**config.mk**
```make
export PLATFORM = sky130hd
export DESIGN_NAME = pin_io_ctrl
export DESIGN_NICKNAME = d
export VERILOG_FILES = /design/src/rtl/pin_io_pkg.sv /design/src/rtl/pin_sync.sv /design/src/rtl/pin_edge_unit.sv /design/src/rtl/pin_regs.sv /design/src/rtl/pin_io_ctrl.sv
export SDC_FILE = /design/constraint.sdc
export NUM_CORES = 1
export LEC_CHECK = 0
export BUFFER_PORTS_ARGS = -buffer_cell sky130_fd_sc_hd__buf_2
export CORE_ASPECT_RATIO = 0.8
export CORE_UTILIZATION = 42
export DETAILED_ROUTE_END_ITERATION = 8
export HOLD_SLACK_MARGIN = 0.02
export PLACE_DENSITY_LB_ADDON = 0.2
export SYNTH_ARGS = -nofsm -noshare
export SYNTH_HDL_FRONTEND = slang
export SYNTH_HIERARCHICAL = 1
export SYNTH_SLANG_ARGS = --single-unit
```
**constraint.sdc**
```tcl
create_clock -name clk -period 5.78 [get_ports clk]
set_input_delay 0.289 -clock clk [delete_from_list [all_inputs] [get_ports clk]]
set_output_delay 0.289 -clock clk [all_outputs]
set_load 0.01 [all_outputs]
```
**src/rtl/pin_io_pkg.sv**
```systemverilog
package pin_io_pkg;
  localparam int unsigned OFF_LEVEL = 32'h004;
  localparam int unsigned OFF_DIR   = 32'h01C;
  localparam int unsigned OFF_SET   = 32'h034;
  localparam int unsigned OFF_CLR   = 32'h04C;
  localparam int unsigned OFF_RISE  = 32'h064;
  localparam int unsigned OFF_FALL  = 32'h07C;
  localparam int unsigned OFF_IEN   = 32'h0AC;
  localparam int unsigned OFF_PEND  = 32'h0C4;
endpackage

```
**src/rtl/pin_sync.sv**
```systemverilog
module pin_sync #(
  parameter int W      = 8,
  parameter int STAGES = 2
) (
  input  logic         clk,
  input  logic         rst_n,
  input  logic [W-1:0] raw,
  output logic [W-1:0] synced
);
  logic [STAGES-1:0][W-1:0] chain_q;

  always_ff @(posedge clk or negedge rst_n) begin
    if (!rst_n) chain_q[0] <= '0;
    else        chain_q[0] <= raw;
  end

  for (genvar s = 1; s < STAGES; s++) begin : g_stage
    always_ff @(posedge clk or negedge rst_n) begin
      if (!rst_n) chain_q[s] <= '0;
      else        chain_q[s] <= chain_q[s-1];
    end
  end

  assign synced = chain_q[STAGES-1];
endmodule

```
**src/rtl/pin_edge_unit.sv**
```systemverilog
module pin_edge_unit #(
  parameter int W = 8
) (
  input  logic         clk,
  input  logic         rst_n,
  input  logic [W-1:0] level,
  input  logic [W-1:0] rise_en,
  input  logic [W-1:0] fall_en,
  input  logic [W-1:0] clr_mask,
  output logic [W-1:0] pend
);
  logic [W-1:0] prev_q;
  logic [W-1:0] rise_hit, fall_hit, edge_hit;

  always_ff @(posedge clk or negedge rst_n) begin
    if (!rst_n) prev_q <= '0;
    else        prev_q <= level;
  end

  assign rise_hit = rise_en & level & ~prev_q;
  assign fall_hit = fall_en & ~level & prev_q;
  assign edge_hit = rise_hit | fall_hit;

  // a fresh edge takes precedence over a clear in the same cycle
  always_ff @(posedge clk or negedge rst_n) begin
    if (!rst_n) pend <= '0;
    else        pend <= (pend & ~clr_mask) | edge_hit;
  end


  rise_latch_chk: assert property (@(posedge clk) disable iff (!rst_n)
    (rise_hit != '0) |=> ((pend & $past(rise_hit)) == $past(rise_hit)));


  fall_latch_chk: assert property (@(posedge clk) disable iff (!rst_n)
    (fall_hit != '0) |=> ((pend & $past(fall_hit)) == $past(fall_hit)));


  w1c_clear_chk: assert property (@(posedge clk) disable iff (!rst_n)
    ((clr_mask & ~edge_hit) != '0) |=> ((pend & $past(clr_mask & ~edge_hit)) == '0));


  edge_wins_chk: assert property (@(posedge clk) disable iff (!rst_n)
    ((clr_mask & edge_hit) != '0) |=> ((pend & $past(clr_mask & edge_hit)) != '0));
endmodule

```
**src/rtl/pin_regs.sv**
```systemverilog
module pin_regs
  import pin_io_pkg::*;
#(
  parameter int W      = 8,
  parameter int ADDR_W = 12,
  parameter int DATA_W = 32
) (
  input  logic              clk,
  input  logic              rst_n,
  input  logic              bus_valid,
  input  logic              bus_write,
  input  logic [ADDR_W-1:0] bus_addr,
  input  logic [W-1:0]      wd,
  output logic [DATA_W-1:0] bus_rdata,
  input  logic [W-1:0]      level,
  input  logic [W-1:0]      pend,
  output logic [W-1:0]      dir_q,
  output logic [W-1:0]      out_q,
  output logic [W-1:0]      rise_q,
  output logic [W-1:0]      fall_q,
  output logic [W-1:0]      ien_q,
  output logic [W-1:0]      clr_mask
);
  logic wr, rd;
  logic hit_level, hit_dir, hit_set, hit_clr, hit_rise, hit_fall, hit_ien, hit_pend;
  logic mapped;
  logic [W-1:0] rd_sel;

  assign wr = bus_valid & bus_write;
  assign rd = bus_valid & ~bus_write;

  assign hit_level = (bus_addr == ADDR_W'(OFF_LEVEL));
  assign hit_dir   = (bus_addr == ADDR_W'(OFF_DIR));
  assign hit_set   = (bus_addr == ADDR_W'(OFF_SET));
  assign hit_clr   = (bus_addr == ADDR_W'(OFF_CLR));
  assign hit_rise  = (bus_addr == ADDR_W'(OFF_RISE));
  assign hit_fall  = (bus_addr == ADDR_W'(OFF_FALL));
  assign hit_ien   = (bus_addr == ADDR_W'(OFF_IEN));
  assign hit_pend  = (bus_addr == ADDR_W'(OFF_PEND));
  assign mapped = hit_level | hit_dir | hit_set | hit_clr | hit_rise |
                  hit_fall | hit_ien | hit_pend;

  always_ff @(posedge clk or negedge rst_n) begin
    if (!rst_n) begin
      dir_q  <= '0;
      out_q  <= '0;
      rise_q <= '0;
      fall_q <= '0;
      ien_q  <= '0;
    end else if (wr) begin
      if (hit_dir)  dir_q  <= wd;
      if (hit_set)  out_q  <= out_q | wd;
      if (hit_clr)  out_q  <= out_q & ~wd;
      if (hit_rise) rise_q <= wd;
      if (hit_fall) fall_q <= wd;
      if (hit_ien)  ien_q  <= wd;
    end
  end

  assign clr_mask = (wr && hit_pend) ? wd : '0;

  always_comb begin
    rd_sel = '0;
    if (rd) begin
      unique case (1'b1)
        hit_level:         rd_sel = level;
        hit_dir:           rd_sel = dir_q;
        hit_set, hit_clr:  rd_sel = out_q;
        hit_rise:          rd_sel = rise_q;
        hit_fall:          rd_sel = fall_q;
        hit_ien:           rd_sel = ien_q;
        hit_pend:          rd_sel = pend;
        default:           rd_sel = '0;
      endcase
    end
  end

  assign bus_rdata = DATA_W'(rd_sel);


  set_write_chk: assert property (@(posedge clk) disable iff (!rst_n)
    (wr && hit_set) |=> ((out_q & $past(wd)) == $past(wd)));


  clr_write_chk: assert property (@(posedge clk) disable iff (!rst_n)
    (wr && hit_clr) |=> ((out_q & $past(wd)) == '0));


  unmapped_write_chk: assert property (@(posedge clk) disable iff (!rst_n)
    (wr && !mapped) |=> ($stable(dir_q) && $stable(out_q) && $stable(rise_q) &&
                         $stable(fall_q) && $stable(ien_q)));


  unmapped_read_chk: assert property (@(posedge clk) disable iff (!rst_n)
    (rd && !mapped) |-> (bus_rdata == '0));
endmodule

```
**src/rtl/pin_io_ctrl.sv**
```systemverilog
module pin_io_ctrl #(
  parameter int NUM_PINS    = 8,
  parameter int ADDR_W      = 12,
  parameter int DATA_W      = 32,
  parameter int SYNC_STAGES = 2
) (
  input  logic              clk,
  input  logic              rst_n,
  input  logic              bus_valid,
  input  logic              bus_write,
  input  logic [ADDR_W-1:0] bus_addr,
  input  logic [DATA_W-1:0] bus_wdata,
  output logic [DATA_W-1:0] bus_rdata,
  input  logic [NUM_PINS-1:0] pin_in,
  output logic [NUM_PINS-1:0] pin_oe,
  output logic [NUM_PINS-1:0] pin_out,
  output logic              irq
);
  logic [NUM_PINS-1:0] level, pend, dir_q, out_q, rise_q, fall_q, ien_q, clr_mask;
  logic                unused_wdata_hi;

  assign unused_wdata_hi = ^bus_wdata[DATA_W-1:NUM_PINS];

  pin_sync #(.W(NUM_PINS), .STAGES(SYNC_STAGES)) u_sync (
    .clk(clk), .rst_n(rst_n), .raw(pin_in), .synced(level)
  );

  pin_edge_unit #(.W(NUM_PINS)) u_edge (
    .clk(clk), .rst_n(rst_n), .level(level), .rise_en(rise_q),
    .fall_en(fall_q), .clr_mask(clr_mask), .pend(pend)
  );

  pin_regs #(.W(NUM_PINS), .ADDR_W(ADDR_W), .DATA_W(DATA_W)) u_regs (
    .clk(clk), .rst_n(rst_n), .bus_valid(bus_valid), .bus_write(bus_write),
    .bus_addr(bus_addr), .wd(bus_wdata[NUM_PINS-1:0]), .bus_rdata(bus_rdata),
    .level(level), .pend(pend), .dir_q(dir_q), .out_q(out_q),
    .rise_q(rise_q), .fall_q(fall_q), .ien_q(ien_q), .clr_mask(clr_mask)
  );

  assign pin_oe  = dir_q;
  assign pin_out = out_q;
  assign irq     = |(pend & ien_q);


  irq_needs_enable_chk: assert property (@(posedge clk) disable iff (!rst_n)
    (ien_q == '0) |-> !irq);


  irq_needs_pending_chk: assert property (@(posedge clk) disable iff (!rst_n)
    irq |-> (pend != '0));
endmodule

```
Yosys cells after proc, flatten, opt, wreduce, memory -nomap -nowiden --
Cells that the tools add are included.
Storage, ports and cells: flip-flop bits (word level) 72, logic and storage cells 48, output and inout port bits 49, input bits 56
Operators by class: reduce and logical (&&, ||, !) cells 9, mux-type cells 5, equality and inequality tests 8, bitwise operators 17
Operators by type and width (count):
- bitwise AND 8 bit | 7
- one-hot mux 8 bit (7 select lines) | 1
- equality test 12 x 7 -> 1 bit (second input constant) | 3
- two-way mux 8 bit | 4
- NOT 8 bit | 4
- equality test 12 x 8 -> 1 bit (second input constant) | 2
- bitwise OR 8 bit | 3
- equality test 12 x 3 -> 1 bit (second input constant) | 1
- equality test 12 x 5 -> 1 bit (second input constant) | 1
- equality test 12 x 6 -> 1 bit (second input constant) | 1
- AND reduction 2 bit | 5
- OR reduction 8 bit | 1
- bitwise AND 1 bit | 2
- nonzero test 2 bit | 1
- OR reduction 2 bit | 1
- logical AND 1 bit | 1
- NOT 1 bit | 1

Longest topological paths before layout --
depth after elaboration 6, mapped depth 8

Cells and area by module --
The synthesis kept the hierarchy.
By module, submodules not included:
- pin_regs | area each 2467.4 um^2, instances 1, sequential area each 1001.0 um^2, cells each 227
- pin_edge_unit | area each 636.9 um^2, instances 1, sequential area each 400.4 um^2, cells each 48
- pin_sync | area each 460.4 um^2, instances 1, sequential area each 400.4 um^2, cells each 24
- pin_io_ctrl | area each 36.3 um^2, instances 1, sequential area each 0.0 um^2, cells each 5

Worst setup path before layout --
No wires, ideal clock.
path kind in2out, start point input port bus_addr[8], end point output port bus_rdata[2], arrival time 2.250 ns, setup slack 3.241 ns, cell stages on the path 6, buffers on the path 1, cell sequence or4b_1 -> buf_2 -> nor4_1 -> nor2_1 -> o32a_1 -> a31oi_1
On the way: word-level cells in the longest chain between the ends 4
Ends and longest elaborated chain:
- from (decl) | RTL line pin_io_ctrl.sv:11 | input logic [ADDR_W-1:0] bus_addr,
- equality test 12 x 7 -> 1 bit / equality test 12 x 6 -> 1 bit (equally long branches) | RTL line pin_regs.sv:35, pin_regs.sv:34
- OR reduction 2 bit | RTL line pin_regs.sv:65 | unique case (1'b1)
- one-hot mux 8 bit (7 select lines) * | RTL line pin_regs.sv:65
- two-way mux 8 bit * | RTL line pin_regs.sv:64 | if (rd) begin
- to (decl) | RTL line pin_io_ctrl.sv:13 | output logic [DATA_W-1:0] bus_rdata,
Every way passes the cells marked *; elsewhere a longest branch is shown, timed or not.

Worst setup path in the final report --
start point input port bus_addr[5], end point output port bus_rdata[7]
The elaborated chain is that of the path after synthesis.

==> flow_summary.ini <==
[synthesis]
netlist-cell-type-count = 40
yosys_warnings = 6
postSynthAreaPerCell_um2 = 11.8
synth-edff-count = 0
yosysMostFrequentCell = dfrtp_1
synth_seq_cells = 72
synth-seq-area-share = 0.500
synth_area_um2 = 3600
yosys-top-cells-count = dfrtp_1 (72), mux2_2 (40), buf_4 (32)
syn_inst = 304
yosysTopAreaCell = dfrtp_1
synthFlopType = dfrtp_1
synthTopCellsByArea = dfrtp_1 (50%), mux2_2 (13%), buf_4 (6.7%)
netlist.area_leader.share = 0.500
async_flop_share = 1.00

[cts]
clk_latency_ns = 0.35
cts_max_level = 3
cts_root_buf = clkbuf_8
holdBufCountCts = 0
clk_pin_slew_ns = 0.08
cts_tree = built
postCtsSetupRepairBufs = 0
cts_buffers = 9
cts.sinks = 72
cts-resized-gates = 0
clk_path_buf_depth = 2

[sta]
setup_slack_ns = 2.57
tightest_slew_ns = 1.18
rsz0062_at_grt = false
slew_viol_final = 0
finalSetupViolations = 0
finClkSkew_ns = 0.00442
period_needed_ns = 3.21
tns_ns = 0
final_hold_viol_count = 0
fin_crit_sh = 0.556
fmax_mhz = 311
relSlewSlack = 0.210

[setup_path]
endpoint_kind = output pin
worst-path-max-fanout = 15
r2r-start = u_regs/rise_q[1]
r2r-end = u_regs/rise_q[1]
reg2reg_slack_ns = 4.98
start_kind = primary input
path_class = primary input to output pin
required_ns = 5.49
worstPathArrival_ns = 2.92
worst_r2r_path_depth = 1

[detailed_routing]
drc_errors = 0
vias_per_cell = 5.52
first_iter_violations = 158
wire_per_inst_um = 17.9
num_vias = 2572
drtAntennaViolNets = 0
drt-pass1-iter-count = 6
wl_um = 8350

[run_status]
outcome = completed

[layout]
fin_util = 0.496
drive_gt1_frac = 0.344
fin_nets = 410
syn_to_final_growth_pct = 12.0
n_antenna_cell = 0

[worst_hold_path]
worstHoldStart = pin_in[2]
holdCritPathClass = primary input to flop
hold_path_depth = 1
min_to = u_sync/chain_q[2]

[floorplanning]
num_io_pins = 105
chipWidth_um = 106
initial_core_util = 0.443
core_area_um2 = 8130
die_h_um = 84.8
dieArea_um2 = 8950
rows = 29

[placed_design]
place.gp.congestion = 0.797
dpl.hpwl_um = 5620
pre_cts_ws_ns = 2.58
portBuffers = 56

[power_and_ir_drop]
ir_worst_vdd_uv = 138
power.density_nw_per_um2 = 247
p_leak_nw = 1.80

[global_routing]
grt_max_degree = 73
grtUsageTotal = 0.200
grt_pass1_wl_um = 13500
grt_pass1_vias = 2579
globalRouteOverflowTotal = 0
antenna_found_initial = 0

[job]
maxCapViolations = 0
[area by class of cell]
class / instances / area [um^2]
repair buffers: 57 / 290
fillers: 757 / 4100
inverters: 2 / 7.51
multi-input cells: 212 / 1600
clock buffers: 12 / 135
well taps: 108 / 135
flip-flops and latches: 72 / 1800
clock inverters: 3 / 67.6
[power breakdown]
group | total [mW] | internal, mW | switching (mW)
Combinational | 0.0536 | 0.0151 | 0.0385
Sequential | 0.519 | 0.513 | 0.00624
Clock | 0.421 | 0.241 | 0.180
[logic make-up (layout without fill, tap and decap cells)]
| logic type | Yosys count | count (layout) | share of synthesized area |
|---|---|---|---|
| flip-flops | 72 | 72 | 0.500 |
| multiplexers | 40 | 40 | 0.125 |
| buffers and inverters | 43 | 74 | 0.0806 |
| AO/OA/AOI/OAI | 56 | 56 | 0.137 |
| other | 1 | 24 | 0.00104 |
| AND/OR/NAND/NOR | 92 | 92 | 0.156 |
[worst max-delay path by stage]
stage                           start           end  slack [ns]  depth (start not counted)
final                     bus_addr[5]  bus_rdata[7]        2.57                          7
after global routing      bus_addr[5]  bus_rdata[7]        2.46                          7
after CTS                 bus_addr[5]  bus_rdata[7]        2.58                          7
after detailed placement  bus_addr[5]  bus_rdata[7]        2.58                          7
after global placement    bus_addr[5]  bus_rdata[7]        2.64                          7
after floorplan           bus_addr[8]  bus_rdata[2]        3.24                          6
[critical path, cell delays in order]
cell and delay, ns:
buf_2 0.18, or4bb_1 0.60, a2111oi_4 0.78, nor2_1 0.15, o32a_1 0.49, a21oi_1 0.26, buf_2 0.17
[metal layers]
layer / GRT usage / share of wire / vias to the layer above
met5: 0 / 0 / -
met4: 0.0833 / 0.021 / 0
met3: 0.0438 / 0.075 / 16
met2: 0.308 / 0.45 / 120
met1: 0.276 / 0.46 / 1265
li1: - / - / 1171
[metrics by stage]
stage | cells | instance area, um^2 | hold WS, ns | total power, mW
after floorplan | 327 | 3690 | -0.00659 | 0.568
after global placement | 451 | 3830 | 0.332 | 0.582
after detailed placement | 451 | 3830 | 0.335 | 0.583
after CTS | 466 | 4030 | 0.0272 | 1.01
after global routing | 466 | 4030 | 0.0262 | 1.03
final | 466 | 4030 | 0.0379 | 0.994
[cells in the final DEF (no fill, tap or decap), drive strengths merged]
cell	n
bufinv	2
or4	1
or2	1
a22oi	22
dfrtp	72
nand2	27
nor3	7
clkinvlp	1
or4bb	3
or4b	1
a211oi	2
a2111oi	1
clkbuf	12
a21oi	3
o32a	1
and2	9
o221ai	1
conb	24
nor4	3
inv	2
nand3b	10
a22o	3
o211ai	7
or3	3
mux2	40
nor2	7
nand4	4
nand3	3
a2bb2oi	3
a31oi	5
o22a	5
buf	57
a222oi	3
nand2b	13
Power figures use the tool's default switching activity.
